--- src/rtl/exc_redirect_pkg.sv ---
package exc_redirect_pkg;
    localparam int XLEN    = 32;
    localparam int CAUSE_W = 5;

    typedef enum logic [1:0] {
        SRC_NONE  = 2'd0,
        SRC_OVF   = 2'd1,
        SRC_UNDEF = 2'd2,
        SRC_IRQ   = 2'd3
    } exc_src_e;

    localparam logic [CAUSE_W-1:0] CODE_OVF   = 5'd12;
    localparam logic [CAUSE_W-1:0] CODE_UNDEF = 5'd10;
    localparam logic [CAUSE_W-1:0] CODE_IRQ   = 5'd0;
endpackage

--- src/rtl/exc_prio_sel.sv ---
module exc_prio_sel
    import exc_redirect_pkg::*;
(
    input  logic     ovf_req,
    input  logic     undef_req,
    input  logic     irq_req,
    input  logic     blocked,
    output exc_src_e src
);
    // Fixed order: execute overflow, then decode undefined, then interrupt.
    always_comb begin
        if (blocked)        src = SRC_NONE;
        else if (ovf_req)   src = SRC_OVF;
        else if (undef_req) src = SRC_UNDEF;
        else if (irq_req)   src = SRC_IRQ;
        else                src = SRC_NONE;
    end
endmodule

--- src/rtl/exc_cause_regs.sv ---
module exc_cause_regs
    import exc_redirect_pkg::*;
#(
    parameter int AW = XLEN,
    parameter int CW = CAUSE_W
) (
    input  logic          clk,
    input  logic          rst_n,
    input  exc_src_e      src,
    input  logic [AW-1:0] ex_pc4,
    input  logic [AW-1:0] id_pc4,
    output logic [AW-1:0] epc_o,
    output logic [CW-1:0] cause_o,
    output logic          busy_o
);
    localparam logic [AW-1:0] INSN_BYTES = AW'(4);

    typedef struct packed {
        logic          busy;
        logic [AW-1:0] epc;
        logic [CW-1:0] cause;
    } regs_t;

    regs_t st_d, st_q;

    always_comb begin
        st_d      = st_q;
        st_d.busy = (src != SRC_NONE);
        unique case (src)
            SRC_OVF: begin
                st_d.epc   = ex_pc4 - INSN_BYTES;
                st_d.cause = CW'(CODE_OVF);
            end
            SRC_UNDEF: begin
                st_d.epc   = id_pc4 - INSN_BYTES;
                st_d.cause = CW'(CODE_UNDEF);
            end
            SRC_IRQ: begin
                st_d.epc   = id_pc4 - INSN_BYTES;
                st_d.cause = CW'(CODE_IRQ);
            end
            default: ;
        endcase
    end

    always_ff @(posedge clk) begin
        if (!rst_n) st_q <= '0;
        else        st_q <= st_d;
    end

    assign epc_o   = st_q.epc;
    assign cause_o = st_q.cause;
    assign busy_o  = st_q.busy;

    // overflow capture lands on the next edge
    assert_capture_ovf_R3: assert property (@(posedge clk) disable iff (!rst_n)
        (src == SRC_OVF) |=> (cause_o == CW'(CODE_OVF)) && (epc_o == $past(ex_pc4) - INSN_BYTES));

    // captured values hold when nothing is accepted
    assert_hold_R9: assert property (@(posedge clk) disable iff (!rst_n)
        (src == SRC_NONE) |=> $stable(epc_o) && $stable(cause_o));
endmodule

--- src/rtl/exc_redirect_ctrl.sv ---
module exc_redirect_ctrl
    import exc_redirect_pkg::*;
#(
    parameter int          AW     = XLEN,
    parameter int          CW     = CAUSE_W,
    parameter logic [31:0] VECTOR = 32'h8000_0180
) (
    input  logic          clk,
    input  logic          rst_n,
    input  logic          ex_valid,
    input  logic          ex_ovf,
    input  logic [AW-1:0] ex_pc_plus4,
    input  logic          id_valid,
    input  logic          id_undef,
    input  logic [AW-1:0] id_pc_plus4,
    input  logic          irq,
    output logic          redirect,
    output logic [AW-1:0] redirect_pc,
    output logic          flush_ifid,
    output logic          squash_id,
    output logic          squash_ex,
    output logic [AW-1:0] epc,
    output logic [CW-1:0] cause
);
    localparam logic [AW-1:0] HANDLER = AW'(VECTOR);

    logic     ovf_req, undef_req, busy;
    exc_src_e src;

    assign ovf_req   = ex_valid & ex_ovf;
    assign undef_req = id_valid & id_undef;

    exc_prio_sel u_prio (
        .ovf_req   (ovf_req),
        .undef_req (undef_req),
        .irq_req   (irq),
        .blocked   (busy),
        .src       (src)
    );

    exc_cause_regs #(.AW(AW), .CW(CW)) u_regs (
        .clk     (clk),
        .rst_n   (rst_n),
        .src     (src),
        .ex_pc4  (ex_pc_plus4),
        .id_pc4  (id_pc_plus4),
        .epc_o   (epc),
        .cause_o (cause),
        .busy_o  (busy)
    );

    always_comb begin
        redirect    = (src != SRC_NONE);
        redirect_pc = redirect ? HANDLER : '0;
        flush_ifid  = redirect;
        squash_id   = redirect;
        squash_ex   = (src == SRC_OVF);
    end

    // every redirect flushes fetch/decode and squashes decode toward the vector
    assert_flush_R2: assert property (@(posedge clk) disable iff (!rst_n)
        redirect |-> flush_ifid && squash_id && (redirect_pc == HANDLER));

    // an accepted overflow always squashes execute, regardless of other requests
    assert_prio_R7: assert property (@(posedge clk) disable iff (!rst_n)
        (ex_valid && ex_ovf && !busy) |-> squash_ex && redirect);

    // no back-to-back redirects
    assert_quiet_R8: assert property (@(posedge clk) disable iff (!rst_n)
        redirect |=> !redirect);

    // an unqualified overflow alone never redirects
    assert_gate_R4: assert property (@(posedge clk) disable iff (!rst_n)
        (!ex_valid && !(id_valid && id_undef) && !irq) |-> !redirect && !squash_ex);
endmodule

--- config.mk ---
export PLATFORM = sky130hd
export DESIGN_NAME = exc_redirect_ctrl
export DESIGN_NICKNAME = d
export VERILOG_FILES = /design/src/rtl/exc_redirect_pkg.sv /design/src/rtl/exc_prio_sel.sv /design/src/rtl/exc_cause_regs.sv /design/src/rtl/exc_redirect_ctrl.sv
export SDC_FILE = /design/constraint.sdc
export NUM_CORES = 1
export LEC_CHECK = 0
export BUFFER_PORTS_ARGS = -buffer_cell sky130_fd_sc_hd__buf_4
export CAP_MARGIN = 15
export CORE_MARGIN = 8
export CORE_UTILIZATION = 48
export DETAILED_ROUTE_END_ITERATION = 12
export PLACE_DENSITY = 0.83
export SYNTH_ARGS = -nofsm -noshare
export SYNTH_HDL_FRONTEND = slang
export SYNTH_HIERARCHICAL = 1
export SYNTH_SLANG_ARGS = --single-unit
--- constraint.sdc ---
create_clock -name clk -period 3.8 [get_ports clk]
set_input_delay 0.57 -clock clk [delete_from_list [all_inputs] [get_ports clk]]
set_output_delay 0.57 -clock clk [all_outputs]
set_load 0.02 [all_outputs]
Yosys cells after proc, flatten, opt, wreduce, memory -nomap -nowiden

Cells that the tools add are included.

Reduce and logical (&&, ||, !) cells: 2
Add/sub/neg operators: 2
Equal/unequal tests: 3
Bitwise gates (word level): 2
Muxes and demuxes: 6

Operators by type and width:

| kind                                                                  | count |
|---|---|
| 37-bit one-hot mux with 3 select lines                                | 1 |
| 32-bit by 3-bit subtractor with 32-bit output (second input constant) | 2 |
| 32-bit two-way mux                                                    | 1 |
| 2-bit two-way mux                                                     | 4 |
| 2-bit == test (second input constant)                                 | 2 |
| 3-bit nonzero test                                                    | 1 |
| 1-bit bitwise AND                                                     | 2 |
| 2-bit by 1-bit == test with 1-bit output (second input constant)      | 1 |
| 2-bit nonzero test                                                    | 1 |

Output and inout bits: 73
Word-level logic and storage cells: 18
Bits in registers: 38
Input bits: 71

Depth between registers and ports, before layout

Gate-level depths: netlist of run 1.

Word-level depth: 6
Gate-level depth with buffers: 10
Gate-level depth less buffers: 8

By module

The synthesis of run 1 kept the hierarchy.

By module, submodules not included:

| module            | instances | cells an instance | area an instance (sq um) | sequential area each (sq um) |
|---|---|---|---|---|
| exc_cause_regs    | 1         | 349               | 2611.3                   | 720.7 |
| exc_redirect_ctrl | 1         | 39                | 284.0                    | 0.0 |
| exc_prio_sel      | 1         | 5                 | 27.5                     | 0.0 |

Worst setup path before layout of run 1

No wires, ideal clock.

Path type: input to register
Start point: in ex_pc_plus4[2]
End point: reg u_regs.st_q, in the netlist u_regs/epc_o[26]
Buffers on the path: 2
Path slack: 1140 ps
Arrival: 2590 ps
Stages: 9
Setup time: 70 ps
Cells stage by stage: inv_1 > ha_1 > or4b_1 > buf_2 > or4_1 > clkbuf_1 > or3_1 > a31oi_1 > a21boi_1

Longest elaborated chain between the ends: 2

RTL lines:

| element                                       | line                    | text |
|---|---|---|
| from (decl)                                   | exc_redirect_ctrl.sv:12 | `input logic [AW-1:0] ex_pc_plus4,` |
| 32-bit by 3-bit subtractor with 32-bit output | exc_cause_regs.sv:31    | `st_d.epc = ex_pc4 - INSN_BYTES;` |
| 37-bit one-hot mux with 3 select lines        | exc_cause_regs.sv:29    | `unique case (src)` |
| to (signal assigned)                          | exc_cause_regs.sv:48    | `else st_q <= st_d;` |
| to (decl)                                     | exc_cause_regs.sv:24    | `regs_t st_d, st_q;` |

No other way between the ends. The select of a mux whose other input is x is not followed.
A chain may end at the register's enable or synchronous reset.

Final worst setup path of run 1

Start point: in ex_pc_plus4[3]
End point: reg u_regs.st_q, in the netlist u_regs/epc_o[27]

Same word-level chain as after synthesis.

==> impl_metrics.csv, run 1 <==
group,metric,value,unit
status,status,"completed",
cells_and_area,fin_nets,560,
clock_tree,cts_max_level,2,
worst_setup_path,crit_path_start_kind,"primary input",
placement,post-place-cells,555,
global_route,grt_pass1_vias,3065,
detailed_routing,dr_total_vias,3242,
timing,period_needed,2.712,ns
synthesis,synth_area_per_cell,7.437,sq um
timing,hold_viol,0,
clock_tree,cts.sinks,36,
clock_tree,hold_buffers,0,
power,power_density,325.2,mW/mm^2
cells_and_area,drive_above_1_share,27.31,%
clock_tree,cts_tree,"yes",
worst_setup_path,cp.arrival,2.93,ns
detailed_routing,firstDrtPassIters,5,
clock_tree,cts_buffer_depth,2,
global_route,antenna_found_initial,0,
synthesis,netlist_instances,393,
cells_and_area,utilization,63.29,%
synthesis,yosys_warnings,6,
clock_tree,root_buffer,"clkbuf_8",
die,die-area,0.008843,sq mm
job,maxCapViolCount,0,
worst_hold_path,hold_path_class,"register to register",
cells_and_area,num_antenna_cells,0,
detailed_routing,drcViolationCount,0,
detailed_routing,via_per_inst,5.769,
synthesis,ys.flop_type,"dfxtp_1",
worst_setup_path,end_kind,"register",
timing,timing.hold.ws,0.4989,ns
timing,period_share,71.38,%
clock_tree,clk_latency,0.29,ns
cells_and_area,final_common_cell,"buf_4",
cells_and_area,finalNonFillerCells,562,
global_route,grt_pass1_wl,15.55,mm
die,io_pins,144,
global_route,overflow,0,
cells_and_area,syn2layout_area_growth,28.21,%
die,die_y,94.04,um
synthesis,synth.distinct_cells,53,
power,power_leakage,1.495,nW
die,die_x,94.04,um
worst_setup_path,path_max_fanout,14,
clock_tree,cts.clk_slew.worst_paths,0.07,ns
synthesis,async_flop_share,0,%
placement,port_buffers,112,
timing,setup_viol,0,
timing,slew_viol_final,0,
clock_tree,post_cts_buffers,0,
synthesis,synth_edf_count,0,
global_route,grt_max_degree,23,
placement,dp_hpwl,7.900,mm
timing,worstMarginPinSlew,0.7662,ns
die,core_area,0.005921,sq mm
placement,gp_congestion,0.8776,
worst_setup_path,crit_required,4.02,ns
synthesis,ys_seq_area_share,24.66,%
detailed_routing,wire_per_inst,17.76,um
synthesis,syn_area,0.002923,sq mm
global_route,grt_use_total,21.88,%
die,core.rowCount,28,
worst_setup_path,critical_path_class,"primary input to register",
die,initial_utilization,49.37,%
timing,fin_setup_tns,0,ns
detailed_routing,wirelength,9.980,mm
synthesis,yosys_register_bits,36,
detailed_routing,drtIter0Drc,311,
cells_and_area,layout_common_cells,"118 x buf_4, 43 x nor2_1, 36 x dfxtp_1, 31 x conb_1, 31 x xnor2_1",
power,power,1.219,mW
power,irDropWorstVdd,0.0001828,V
timing,fmax,368.7,MHz
clock_tree,cts_resized,0,
clock_tree,cts-buffers-inserted,5,
timing,relSlewSlack,48.73,%
timing,rsz0062_at_grt,"false",
timing,fin_skew,0.002479,ns
detailed_routing,drtAntennaViolNets,0,
[worst max-delay path, stage by stage]
cell and delay [ns]:
buf_4 0.12, or4_1 0.64, or4_1 0.76, or4_1 0.54, a31oi_1 0.17, o2bb2ai_1 0.12
[metal layers]
layer / wire length, um / global-route usage, % / up-vias / share of wire, %
met5: 0 / 0 / - / 0
met4: 247 / 8.587 / 0 / 2.5
met3: 996 / 4.237 / 22 / 10
met2: 4845 / 37.22 / 183 / 49
met1: 3891 / 26.32 / 1497 / 39
li1: - / - / 1540 / -
[area by class of cell]
cell class,instances,area [sq um]
clock buffers,7,96.34
fillers,562,2173
inverters,10,37.54
multi-input cells,316,1913
flip-flops and latches,36,720.7
well taps,75,93.84
repair buffers,118,885.9
[kinds of logic (layout without fill, tap and decap cells)]
group	count (synthesis)	count (layout)	share of synthesized area (%)
simple gates	154	154	27.83
fa+ha+maj	2	2	0.8560
flops	36	36	24.66
other cells	2	31	0.2569
buf+inv	70	135	13.78
xor+xnor	37	37	11.09
compound gates	84	84	18.75
mux	8	8	2.783
[path summary, 6_finish.rpt]
kind                     startpoint           endpoint  slack (ns)  cells after the start
hold reg to reg   u_regs/cause_o[2]  u_regs/cause_o[2]        0.50                      2
hold / removal    u_regs/cause_o[2]  u_regs/cause_o[2]        0.50                      2
setup / recovery     ex_pc_plus4[3]   u_regs/epc_o[27]        1.09                      6
setup reg to reg      u_regs/busy_o   u_regs/epc_o[15]        1.79                      6
[registers in the layout, indices dropped and copies added, names as in the netlist]
name / cells
u_regs/busy_o: 1
u_regs/epc_o: 32
u_regs/cause_o: 3
[cells in the mapped netlist, drive strengths merged (3+ instances only)]
library cell / count / share of area [%]
nor2: 43 / 5.5
buf: 41 / 10
dfxtp: 36 / 25
xnor2: 31 / 9.3
o21ai: 23 / 3.9
nor4: 22 / 4.9
nor3: 20 / 3.4
clkbuf: 19 / 2.5
nand2: 18 / 2.3
or4: 15 / 3.9
a21oi: 13 / 2.4
inv: 9 / 1.2
nand3: 8 / 1.4
a211oi: 7 / 1.8
mux2i: 7 / 2.4
o22ai: 7 / 1.5
or3: 7 / 1.5
a31oi: 6 / 1.3
o31ai: 6 / 1.5
xor2: 6 / 1.8
or2: 5 / 1.1
a221oi: 4 / 1.2
nand2b: 4 / 0.86
o21a: 3 / 0.77
o31a: 3 / 0.90
[power breakdown]
| group | leakage (nW) | internal, mW | switching [mW] |
|---|---|---|---|
| sequential | 0.299 | 0.423 | 0.0273 |
| combinational | 1.15 | 0.194 | 0.275 |
| clock | 0.0503 | 0.162 | 0.137 |
| total | 1.50 | 0.779 | 0.440 |
[through the flow]
stage	instance area [sq um]	worst slack, ns
floorplan	3032	1.140
global placement	3651	0.8585
detailed placement	3651	0.8032
CTS	3747	1.108
global route	3747	0.9630
finish	3747	1.088
(Power assumes the default switching activity.)
==> run 2: changes to the inputs <==
- CORE_UTILIZATION: 48 -> 47
- PLACE_DENSITY: 0.83 -> 0.82
- clock period: 3.8 -> 2.6 ns (I/O delays scaled with it)
==> impl_metrics.csv, run 2 (synthesized netlist as in run 1, its figures left out) <==
group,metric,value,unit
clock_tree,hold_buffers,0,
die,die_y,94.86,um
status,status,"completed",
die,core_area,0.005956,sq mm
clock_tree,cts-buffers-inserted,5,
worst_hold_path,hold_path_class,"primary input to register",
job,maxCapViolCount,0,
power,p_int,1.087,mW
detailed_routing,wirelength,10.06,mm
cells_and_area,seqCellArea,720.7,sq um
die,io_pins,144,
clock_tree,post_cts_buffers,0,
timing,fin_setup_tns,0,ns
detailed_routing,wire_per_inst,17.56,um
detailed_routing,drcViolationCount,0,
timing,setup_viol,0,
worst_setup_path,crit_required,2.82,ns
die,core.rowCount,28,
cells_and_area,layout_common_cells,"129 x buf_4, 43 x nor2_1, 36 x dfxtp_1, 31 x conb_1, 31 x xnor2_1",
die,die-area,0.008998,sq mm
worst_setup_path,timing.rr.end,"u_regs/epc_o[25]",
placement,gp_congestion,0.8820,
clock_tree,cts_tree,"yes",
clock_tree,cts_resized,0,
timing,rsz0062_at_grt,"false",
timing,worstMarginPinSlew,0.5294,ns
clock_tree,cts.clk_slew.worst_paths,0.07,ns
timing,slew_viol_final,0,
worst_setup_path,critPathSlowestCell,"or4b_1",
global_route,grt_pass1_wl,14.98,mm
power,switching_share,37.20,%
worst_setup_path,critPathMaxStageDelay,0.56,ns
clock_tree,cts.sinks,36,
global_route,grt_pass1_vias,3063,
detailed_routing,firstDrtPassIters,5,
detailed_routing,via_per_inst,5.647,
worst_setup_path,end_kind,"register",
worst_setup_path,critical_path_class,"primary input to register",
timing,period_needed,2.298,ns
clock_tree,cts_buffer_depth,2,
cells_and_area,syn2layout_area_growth,30.39,%
global_route,overflow,0,
detailed_routing,drtAntennaViolNets,0,
cells_and_area,fill_cells,526,
power,irDropWorstVdd,0.0002594,V
power,p_switching,0.6439,mW
die,initial_utilization,49.08,%
cells_and_area,multi_input_area,0.001913,sq mm
worst_setup_path,path_cells,"buf_4 > inv_1 > ha_1 > or4b_1 > or4b_1 > or4_1 > and3_1 > o22ai_1",
die,die_x,94.86,um
global_route,grt_use_total,20.87,%
worst_setup_path,crit_path_start_kind,"primary input",
power,p_clk_share,22.3,%
worst_setup_path,worst_r2r_startpoint,"u_regs/busy_o",
worst_setup_path,critPathLaunch,"ex_pc_plus4[2]",
cells_and_area,num_antenna_cells,0,
cells_and_area,stdcell_area,0.003811,sq mm
timing,hold_viol,0,
worst_setup_path,r2r_slack,0.84,ns
cells_and_area,fin_nets,571,
detailed_routing,drtIter0Drc,266,
power,combPwrFrac,39.8,%
placement,port_buffers,112,
timing,fmax,435.1,MHz
cells_and_area,final_common_cell,"buf_4",
power,power_density,454.2,mW/mm^2
clock_tree,clk_latency,0.29,ns
timing,fin_skew,0.007046,ns
timing,period_share,88.39,%
worst_setup_path,cp.arrival,2.52,ns
clock_tree,cts_max_level,2,
cells_and_area,drive_above_1_share,28.71,%
worst_setup_path,reg2reg_depth,7,
clock_tree,root_buffer,"clkbuf_8",
worst_setup_path,crit_end,"u_regs/epc_o[30]",
worst_setup_path,path_common_cell,"or4b_1",
power,power_leakage,1.535,nW
placement,dp_hpwl,7.954,mm
placement,place_area,0.003734,sq mm
detailed_routing,dr_total_vias,3236,
worst_setup_path,path_max_fanout,4,
timing,relSlewSlack,64.58,%
cells_and_area,utilization,63.99,%
power,seq_power_share,37.9,%
global_route,grt_max_degree,38,
global_route,antenna_found_initial,0,
cells_and_area,largest_reg_flops,32,
[run 2: changes by cell type in the layout (fill, tap and decap cells not counted)]
cell	before	now
clkbuf_1	0	1
buf_4	118	129
clkinv_2	0	1
clkbuf_8	7	5
[run 2: layout make-up]
cell class | instances | area share (%)
Clock buffer | 6 | 1.904
Clock inverter | 1 | 0.1313
Multi-Input combinational cell | 316 | 50.20
Tap cell | 75 | 2.462
Sequential cell | 36 | 18.91
Timing Repair Buffer | 129 | 25.41
Inverter | 10 | 0.9849
[run 2: routing by layer]
metal | global-route usage, % | vias up | routed length (um)
li1 | - | 1569 | -
met1 | 25.53 | 1502 | 4165
met2 | 35.75 | 158 | 4841
met3 | 4.683 | 7 | 970
met4 | 5.852 | 0 | 87
met5 | 0 | - | 0
[run 2: worst max-delay path, delay by kind of cell]
| family | cells | cell delay, ns |
|---|---|---|
| adder cells (fa/ha/maj) | 1 | 0.15 |
| AO/OA/AOI/OAI | 1 | 0.11 |
| buffers and inverters | 2 | 0.17 |
| AND/OR/NAND/NOR | 4 | 1.68 |
[run 2: power groups by stage]
stage	logic (mW)	registers (mW)	clock network, mW
after global routing	0.739	0.662	0.413
after CTS	0.685	0.656	0.395
after global placement	0.672	0.667	0
final	0.689	0.656	0.386
after detailed placement	0.682	0.667	0
after floorplan	0.339	0.739	0
[run 2: metrics by stage]
| step | hold WS [ns] | setup WS (ns) | cells | total power, mW |
|---|---|---|---|---|
| finish | 0.3377 | 0.3018 | 573 | 1.731 |
| global route | 0.3428 | 0.2012 | 573 | 1.814 |
| CTS | 0.3281 | 0.3284 | 573 | 1.736 |
| detailed placement | 0.4833 | 0.02136 | 566 | 1.349 |
| global placement | 0.4587 | 0.09909 | 566 | 1.339 |
| floorplan | 0.5327 | 0.1200 | 422 | 1.078 |
[run 2: how the worst min path moves through the flow]
stage	start	cells past startpoint	slack, ns	endpoint
finish	id_pc_plus4[0]	3	0.34	u_regs/epc_o[0]
global route	id_pc_plus4[1]	3	0.34	u_regs/epc_o[1]
CTS	id_pc_plus4[1]	3	0.33	u_regs/epc_o[1]
detailed placement	u_regs/cause_o[3]	2	0.48	u_regs/cause_o[3]
global placement	u_regs/cause_o[2]	2	0.46	u_regs/cause_o[2]
floorplan	id_pc_plus4[0]	2	0.53	u_regs/epc_o[0]
